[config.mk]
export PLATFORM = sky130hd
export DESIGN_NAME = pci_master_term
export DESIGN_NICKNAME = d
export VERILOG_FILES = /design/src/rtl/pmt_pkg.sv /design/src/rtl/pmt_lat_timer.sv /design/src/rtl/pmt_claim_watch.sv /design/src/rtl/pmt_status.sv /design/src/rtl/pci_master_term.sv
export SDC_FILE = /design/constraint.sdc
export NUM_CORES = 1
export LEC_CHECK = 0
export ABC_CLOCK_PERIOD_IN_PS = 4300
export CAP_MARGIN = 15
export CELL_PAD_IN_SITES_DETAIL_PLACEMENT = 0
export CELL_PAD_IN_SITES_GLOBAL_PLACEMENT = 2
export CORE_ASPECT_RATIO = 0.5
export CORE_MARGIN = 5
export CORE_UTILIZATION = 40
export DETAILED_ROUTE_END_ITERATION = 8
export DONT_BUFFER_PORTS = 1
export HOLD_SLACK_MARGIN = 0.03
export PLACE_DENSITY_LB_ADDON = 0.1
export SYNTH_ARGS = -nofsm -noshare
export SYNTH_HDL_FRONTEND = slang
export SYNTH_SLANG_ARGS = --single-unit
[constraint.sdc]
create_clock -name clk -period 4.3 [get_ports clk]
set_clock_uncertainty 0.2 [all_clocks]
set_input_delay 1.075 -clock clk [delete_from_list [all_inputs] [get_ports clk]]
set_output_delay 1.075 -clock clk [all_outputs]
set_load 0.1 [all_outputs]
[src/rtl/pmt_pkg.sv]
package pmt_pkg;

    typedef enum logic [2:0] {
        ST_IDLE  = 3'd0,
        ST_ADDR  = 3'd1,
        ST_DATA  = 3'd2,
        ST_LAST  = 3'd3,
        ST_ABORT = 3'd4,
        ST_DONE  = 3'd5
    } pmt_state_e;

    typedef struct packed {
        logic frame;
        logic irdy;
        logic rel;
    } pmt_bus_t;

    typedef struct packed {
        logic rma;
        logic sint;
    } pmt_stat_t;

    function automatic pmt_bus_t bus_of(input pmt_state_e st);
        pmt_bus_t b;
        b = '0;
        case (st)
            ST_ADDR:  b.frame = 1'b1;
            ST_DATA:  begin b.frame = 1'b1; b.irdy = 1'b1; end
            ST_LAST:  b.irdy = 1'b1;
            ST_ABORT: b.irdy = 1'b1;
            ST_DONE:  b.rel = 1'b1;
            default:  b = '0;
        endcase
        return b;
    endfunction

    function automatic logic in_cycle(input pmt_state_e st);
        return (st == ST_ADDR) || (st == ST_DATA) || (st == ST_LAST);
    endfunction

endpackage

[src/rtl/pmt_lat_timer.sv]
module pmt_lat_timer #(
    parameter int LAT_W = 8
) (
    input  logic             clk,
    input  logic             rst,
    input  logic             load_i,
    input  logic [LAT_W-1:0] val_i,
    input  logic             run_i,
    output logic             zero_o
);
    logic [LAT_W-1:0] cnt_q;

    always_ff @(posedge clk) begin
        if (rst) begin
            cnt_q <= '0;
        end else if (load_i) begin
            cnt_q <= val_i;
        end else if (run_i && (cnt_q != '0)) begin
            cnt_q <= cnt_q - LAT_W'(1);
        end
    end

    assign zero_o = (cnt_q == '0);
endmodule

[src/rtl/pmt_claim_watch.sv]
module pmt_claim_watch #(
    parameter int DEVSEL_WIN = 4
) (
    input  logic clk,
    input  logic rst,
    input  logic start_i,
    input  logic active_i,
    input  logic addr_i,
    input  logic devsel_i,
    output logic claimed_o,
    output logic timeout_o
);
    localparam int WD_W = $clog2(DEVSEL_WIN + 1);
    localparam logic [WD_W-1:0] LIMIT = WD_W'(DEVSEL_WIN);

    logic [WD_W-1:0] cnt_q;
    logic            claimed_q;
    logic            seen_now;

    assign seen_now = devsel_i && active_i && !addr_i;

    always_ff @(posedge clk) begin
        if (rst) begin
            cnt_q     <= '0;
            claimed_q <= 1'b0;
        end else if (start_i) begin
            cnt_q     <= '0;
            claimed_q <= 1'b0;
        end else begin
            if (active_i && (cnt_q != LIMIT)) begin
                cnt_q <= cnt_q + WD_W'(1);
            end
            if (seen_now) begin
                claimed_q <= 1'b1;
            end
        end
    end

    assign claimed_o = claimed_q || seen_now;
    assign timeout_o = active_i && (cnt_q == LIMIT) && !claimed_o;
endmodule

[src/rtl/pmt_status.sv]
module pmt_status
    import pmt_pkg::*;
(
    input  logic      clk,
    input  logic      rst,
    input  logic      set_i,
    input  logic      clr_rma_i,
    input  logic      clr_sint_i,
    input  logic      en_i,
    output pmt_stat_t stat_o,
    output logic      inta_o
);
    pmt_stat_t stat_q;

    always_ff @(posedge clk) begin
        if (rst) begin
            stat_q <= '0;
        end else begin
            if (set_i) begin
                stat_q.rma <= 1'b1;
            end else if (clr_rma_i) begin
                stat_q.rma <= 1'b0;
            end
            if (set_i) begin
                stat_q.sint <= 1'b1;
            end else if (clr_sint_i) begin
                stat_q.sint <= 1'b0;
            end
        end
    end

    assign stat_o = stat_q;
    assign inta_o = stat_q.sint && en_i;
endmodule

[src/rtl/pci_master_term.sv]
module pci_master_term
    import pmt_pkg::*;
#(
    parameter int LAT_W      = 8,
    parameter int LEN_W      = 4,
    parameter int DEVSEL_WIN = 4
) (
    input  logic             clk,
    input  logic             rst,
    input  logic             start_i,
    input  logic [LEN_W-1:0] len_i,
    input  logic [LAT_W-1:0] lat_val_i,
    input  logic             gnt_i,
    input  logic             devsel_i,
    input  logic             trdy_i,
    input  logic             sint_en_i,
    input  logic             clr_rma_i,
    input  logic             clr_sint_i,
    output logic             frame_o,
    output logic             irdy_o,
    output logic             bus_rel_o,
    output logic             rma_o,
    output logic             sint_o,
    output logic             inta_o
);
    localparam logic [LEN_W-1:0] ONE = LEN_W'(1);
    localparam logic [LEN_W-1:0] TWO = LEN_W'(2);

    pmt_state_e       state_q, state_d;
    logic [LEN_W-1:0] rem_q;
    pmt_bus_t         bus;
    pmt_stat_t        stat;
    logic             active, in_addr, start_ok;
    logic             claimed, timeout, lat_zero;
    logic             complete, preempt, abort_evt;

    function automatic logic [LEN_W-1:0] beats(input logic [LEN_W-1:0] n);
        return (n == '0) ? ONE : n;
    endfunction

    assign active   = in_cycle(state_q);
    assign in_addr  = (state_q == ST_ADDR);
    assign start_ok = (state_q == ST_IDLE) && start_i && gnt_i;
    assign bus      = bus_of(state_q);

    pmt_lat_timer #(.LAT_W(LAT_W)) u_lat (
        .clk    (clk),
        .rst    (rst),
        .load_i (start_ok),
        .val_i  (lat_val_i),
        .run_i  (active),
        .zero_o (lat_zero)
    );

    pmt_claim_watch #(.DEVSEL_WIN(DEVSEL_WIN)) u_claim (
        .clk       (clk),
        .rst       (rst),
        .start_i   (start_ok),
        .active_i  (active),
        .addr_i    (in_addr),
        .devsel_i  (devsel_i),
        .claimed_o (claimed),
        .timeout_o (timeout)
    );

    assign complete  = ((state_q == ST_DATA) || (state_q == ST_LAST)) && trdy_i && claimed;
    assign preempt   = !gnt_i && lat_zero;
    assign abort_evt = timeout;

    always_comb begin
        state_d = state_q;
        case (state_q)
            ST_IDLE: if (start_ok) state_d = ST_ADDR;
            ST_ADDR: state_d = (rem_q > ONE) ? ST_DATA : ST_LAST;
            ST_DATA: begin
                if (abort_evt) begin
                    state_d = ST_ABORT;
                end else if (complete && ((rem_q == TWO) || preempt)) begin
                    state_d = ST_LAST;
                end
            end
            ST_LAST:  if (abort_evt || complete) state_d = ST_DONE;
            ST_ABORT: state_d = ST_DONE;
            ST_DONE:  state_d = ST_IDLE;
            default:  state_d = ST_IDLE;
        endcase
    end

    always_ff @(posedge clk) begin
        if (rst) begin
            state_q <= ST_IDLE;
            rem_q   <= '0;
        end else begin
            state_q <= state_d;
            if (start_ok) begin
                rem_q <= beats(len_i);
            end else if (complete) begin
                rem_q <= rem_q - ONE;
            end
        end
    end

    pmt_status u_stat (
        .clk        (clk),
        .rst        (rst),
        .set_i      (abort_evt),
        .clr_rma_i  (clr_rma_i),
        .clr_sint_i (clr_sint_i),
        .en_i       (sint_en_i),
        .stat_o     (stat),
        .inta_o     (inta_o)
    );

    assign frame_o   = bus.frame;
    assign irdy_o    = bus.irdy;
    assign bus_rel_o = bus.rel;
    assign rma_o     = stat.rma;
    assign sint_o    = stat.sint;
endmodule

==> qor.txt <==
Status = finished, final reports clean
Max cap viols = 0
DR vias = 1108
CTS root buffer = clkbuf_8
N_diodes = 0
Number of CTS-inserted buffers = 3
Io pins = 27
CTS resizes = 0
Critical path's top delay family = simple AND/OR/NAND/NOR gates
Finished Layout Cells = 201
Slew @ Worst Pin = 1.060 ns
Global-route wire length before repair = 4905 um
Setup violators final = 0
Row count = 15
Max stage delay on crit path = 0.82 ns
Most common cell in the synthesized netlist = dfxtp_1
Post-CTS Setup Bufs = 0
Syn Nets = 188
Hold Crit Start = u_claim.cnt_q[2]
Slowest CP cell = nor2_2
Die width = 93.11 um
H-tree lvl count = 1
CTS max path bufs = 2
Area leader, netlist = dfxtp_1
Synth area leaders = dfxtp_1 (30%), a211oi_2 (6.3%), ha_1 (6.3%)
Fin. max-slew vios = 0
PortBufs = 0
Starting Density = 40.89%
Leakage Power = 0.0005189 uW
Via density = 5.512
Final ANT Viol Nets = 0
Worst Hold Path EP = u_claim.cnt_q[2]
CP required = 3.02 ns
R2r setup slk = 2.20 ns
Gr usage total = 13.05%
CTS tree = built
Syn_area_per_cell = 8.633 um^2
Clk sinks = 21
Hold Fails Final Rpt = 0
Grt total ovfl = 0
Routed WL per cell = 14.81 um
Initial DRC Count = 23
FILL cells = 366
Global placer's final weighted congestion = 0.7698
Pwr/cell area = 396.2 nW/um^2
RR Endpoint = rem_q[0]
Min Tclk post-route = 3.067 ns
Crit-path cells = xnor2_1, nor2_2
Final setup TNS = 0 ns
Core Region = 3378 um^2
Register bit count reported by yosys = 21
Post-synthesis adder-cell area fraction = 6.341%
Critical path capture point type = output port
Post-Synthesis Cell Area = 1381 um^2
Dpl hpwl = 2233 um
Post-synthesis async set-or-reset flop share = 0%
Max frequency = 326.1 MHz
Hold Buf Count CTS = 0
Type of the worst setup path = register to output port
Crit path arrival time = 1.79 ns
Main synth FF type = dfxtp_1
Largest net degree at the start of global routing = 23
Mapped Cells = 160
Top-area cell type share of the netlist area = 30.43%
Worst IR drop on VDD = 0.1489 mV
Dpl cells = 197
Initial antenna violation count = 0
Synth Area in Simple Gates = 25.63%
DIE HEIGHT = 51.56 um
Layout cells sized above 1 = 15.72%
Post-synthesis compound-gate area fraction = 24.18%
Clock transition at path regs = 0.08 ns
First-pass DRT Iterations = 4
Register area share after synthesis = 30.43%
Fin crit share = 71.32%
Worst-skew pair later-pin latency = 0.26 ns
Worst path bufs/invs = 0
Worst Reg-to-Reg Cells = 3
Fin nets = 188
Combinational family with the most area after synthesis = simple AND/OR/NAND/NOR gates
RSZ-0062 raised after global routing = false
Critical Path Source Type = register
Worst R2R Start = state_q[1]
Max FO, Critical Path = 13
Detailed Route WL = 2977 um
Xor-xnor portion of the synthesized cell area = 5.072%
Top cells by count, synth = dfxtp_1 (21), nor2_1 (15), nand2_1 (13)
Yosys warning total = 0
Hold Crit Depth = 1
Worst min-delay path class = register to register
Slew HR = 29.29%
Post-synthesis mux area share = 1.449%
Synth cell types = 46
Number of synthesized flops with an enable pin = 0
Area grow syn2layout = 5.072%
DRC = 0
Die Footprint = 4800 um^2
Vias in the first global route = 1012
-- area by class of cell --
cell class	count	area [um^2]	area share, %
Tap cell	42	52.55	3.621
Multi-Input combinational cell	120	868.3	59.83
Inverter	11	41.29	2.845
Timing Repair Buffer	3	22.52	1.552
Clock buffer	3	41.29	2.845
Sequential cell	21	420.4	28.97
Clock inverter	1	5.005	0.3448
-- routing by layer --
layer  vias up  wire [um]  track usage [%]
met1       520       1570            18.26
met5         -          0                0
met4         0          6            2.190
met2        14       1271            19.67
met3         2        129            4.480
li1        572          -                -
-- layout by cell type, fill, tap and decap left out, types with 3 or more instances in the layout --
| master | count |
|---|---|
| a21oi_1 | 10 |
| buf_4 | 3 |
| a211oi_2 | 7 |
| or2_1 | 3 |
| nand2b_1 | 4 |
| ha_1 | 7 |
| clkbuf_8 | 3 |
| nor3_1 | 8 |
| nand2_1 | 13 |
| o21ai_0 | 4 |
| a211oi_1 | 4 |
| nor2_1 | 14 |
| xnor2_1 | 7 |
| inv_1 | 11 |
| dfxtp_1 | 21 |
-- state kept, by name, summed over array words and instances, names as in the netlist --
signal	cells
rem_q	4
u_stat.stat_o	2
state_q	3
u_claim.cnt_q	3
u_claim.claimed_q	1
u_lat.cnt_q	8
-- worst register-to-register path: cells and delay by family (launching register included) --
family / cells / cell delay, ns
simple gates: 2 / 1.26
flops: 1 / 0.43
compound gates: 1 / 0.06
-- report_power, final --
| group | internal, uW | switching [uW] | total [uW] |
|---|---|---|---|
| clock | 64.6 | 67.1 | 132 |
| sequential | 217 | 27.8 | 244 |
| combinational | 80.1 | 119 | 199 |
| total | 361 | 214 | 575 |
-- stage by stage --
step	total power, uW	setup WS [ns]	hold slack, ns	instance area (um^2)	utilization [%]
global placement	448.6	1.533	0.2844	1405	41.59
detailed placement	447.2	1.518	0.2935	1405	41.59
global route	617.2	1.152	0.3459	1451	42.96
CTS	584.6	1.216	0.3054	1451	42.96
finish	575.0	1.233	0.3035	1451	42.96
floorplan	419.6	1.157	0.2667	1381	-
-- how the worst max path moves through the flow --
| stage | startpoint | to | slack [ns] | depth (start not counted) |
|---|---|---|---|---|
| 2_1_floorplan | state_q[0] | frame_o | 1.16 | 3 |
| 3_3_place_gp | state_q[0] | frame_o | 1.53 | 2 |
| 3_5_place_dp | state_q[0] | frame_o | 1.52 | 2 |
| 4_1_cts | state_q[0] | frame_o | 1.22 | 2 |
| 5_1_grt | state_q[0] | frame_o | 1.15 | 2 |
| 6_report | state_q[0] | frame_o | 1.23 | 2 |
-- logic make-up after synthesis --
| kind of cell | count (synthesis) |
|---|---|
| AO/OA/AOI/OAI | 41 |
| AND/OR/NAND/NOR | 62 |
| adder cells (fa/ha/maj) | 7 |
| XOR/XNOR | 8 |
| buffers and inverters | 19 |
| multiplexers | 2 |
| flip-flops | 21 |
Power figures use the tool's default switching activity.
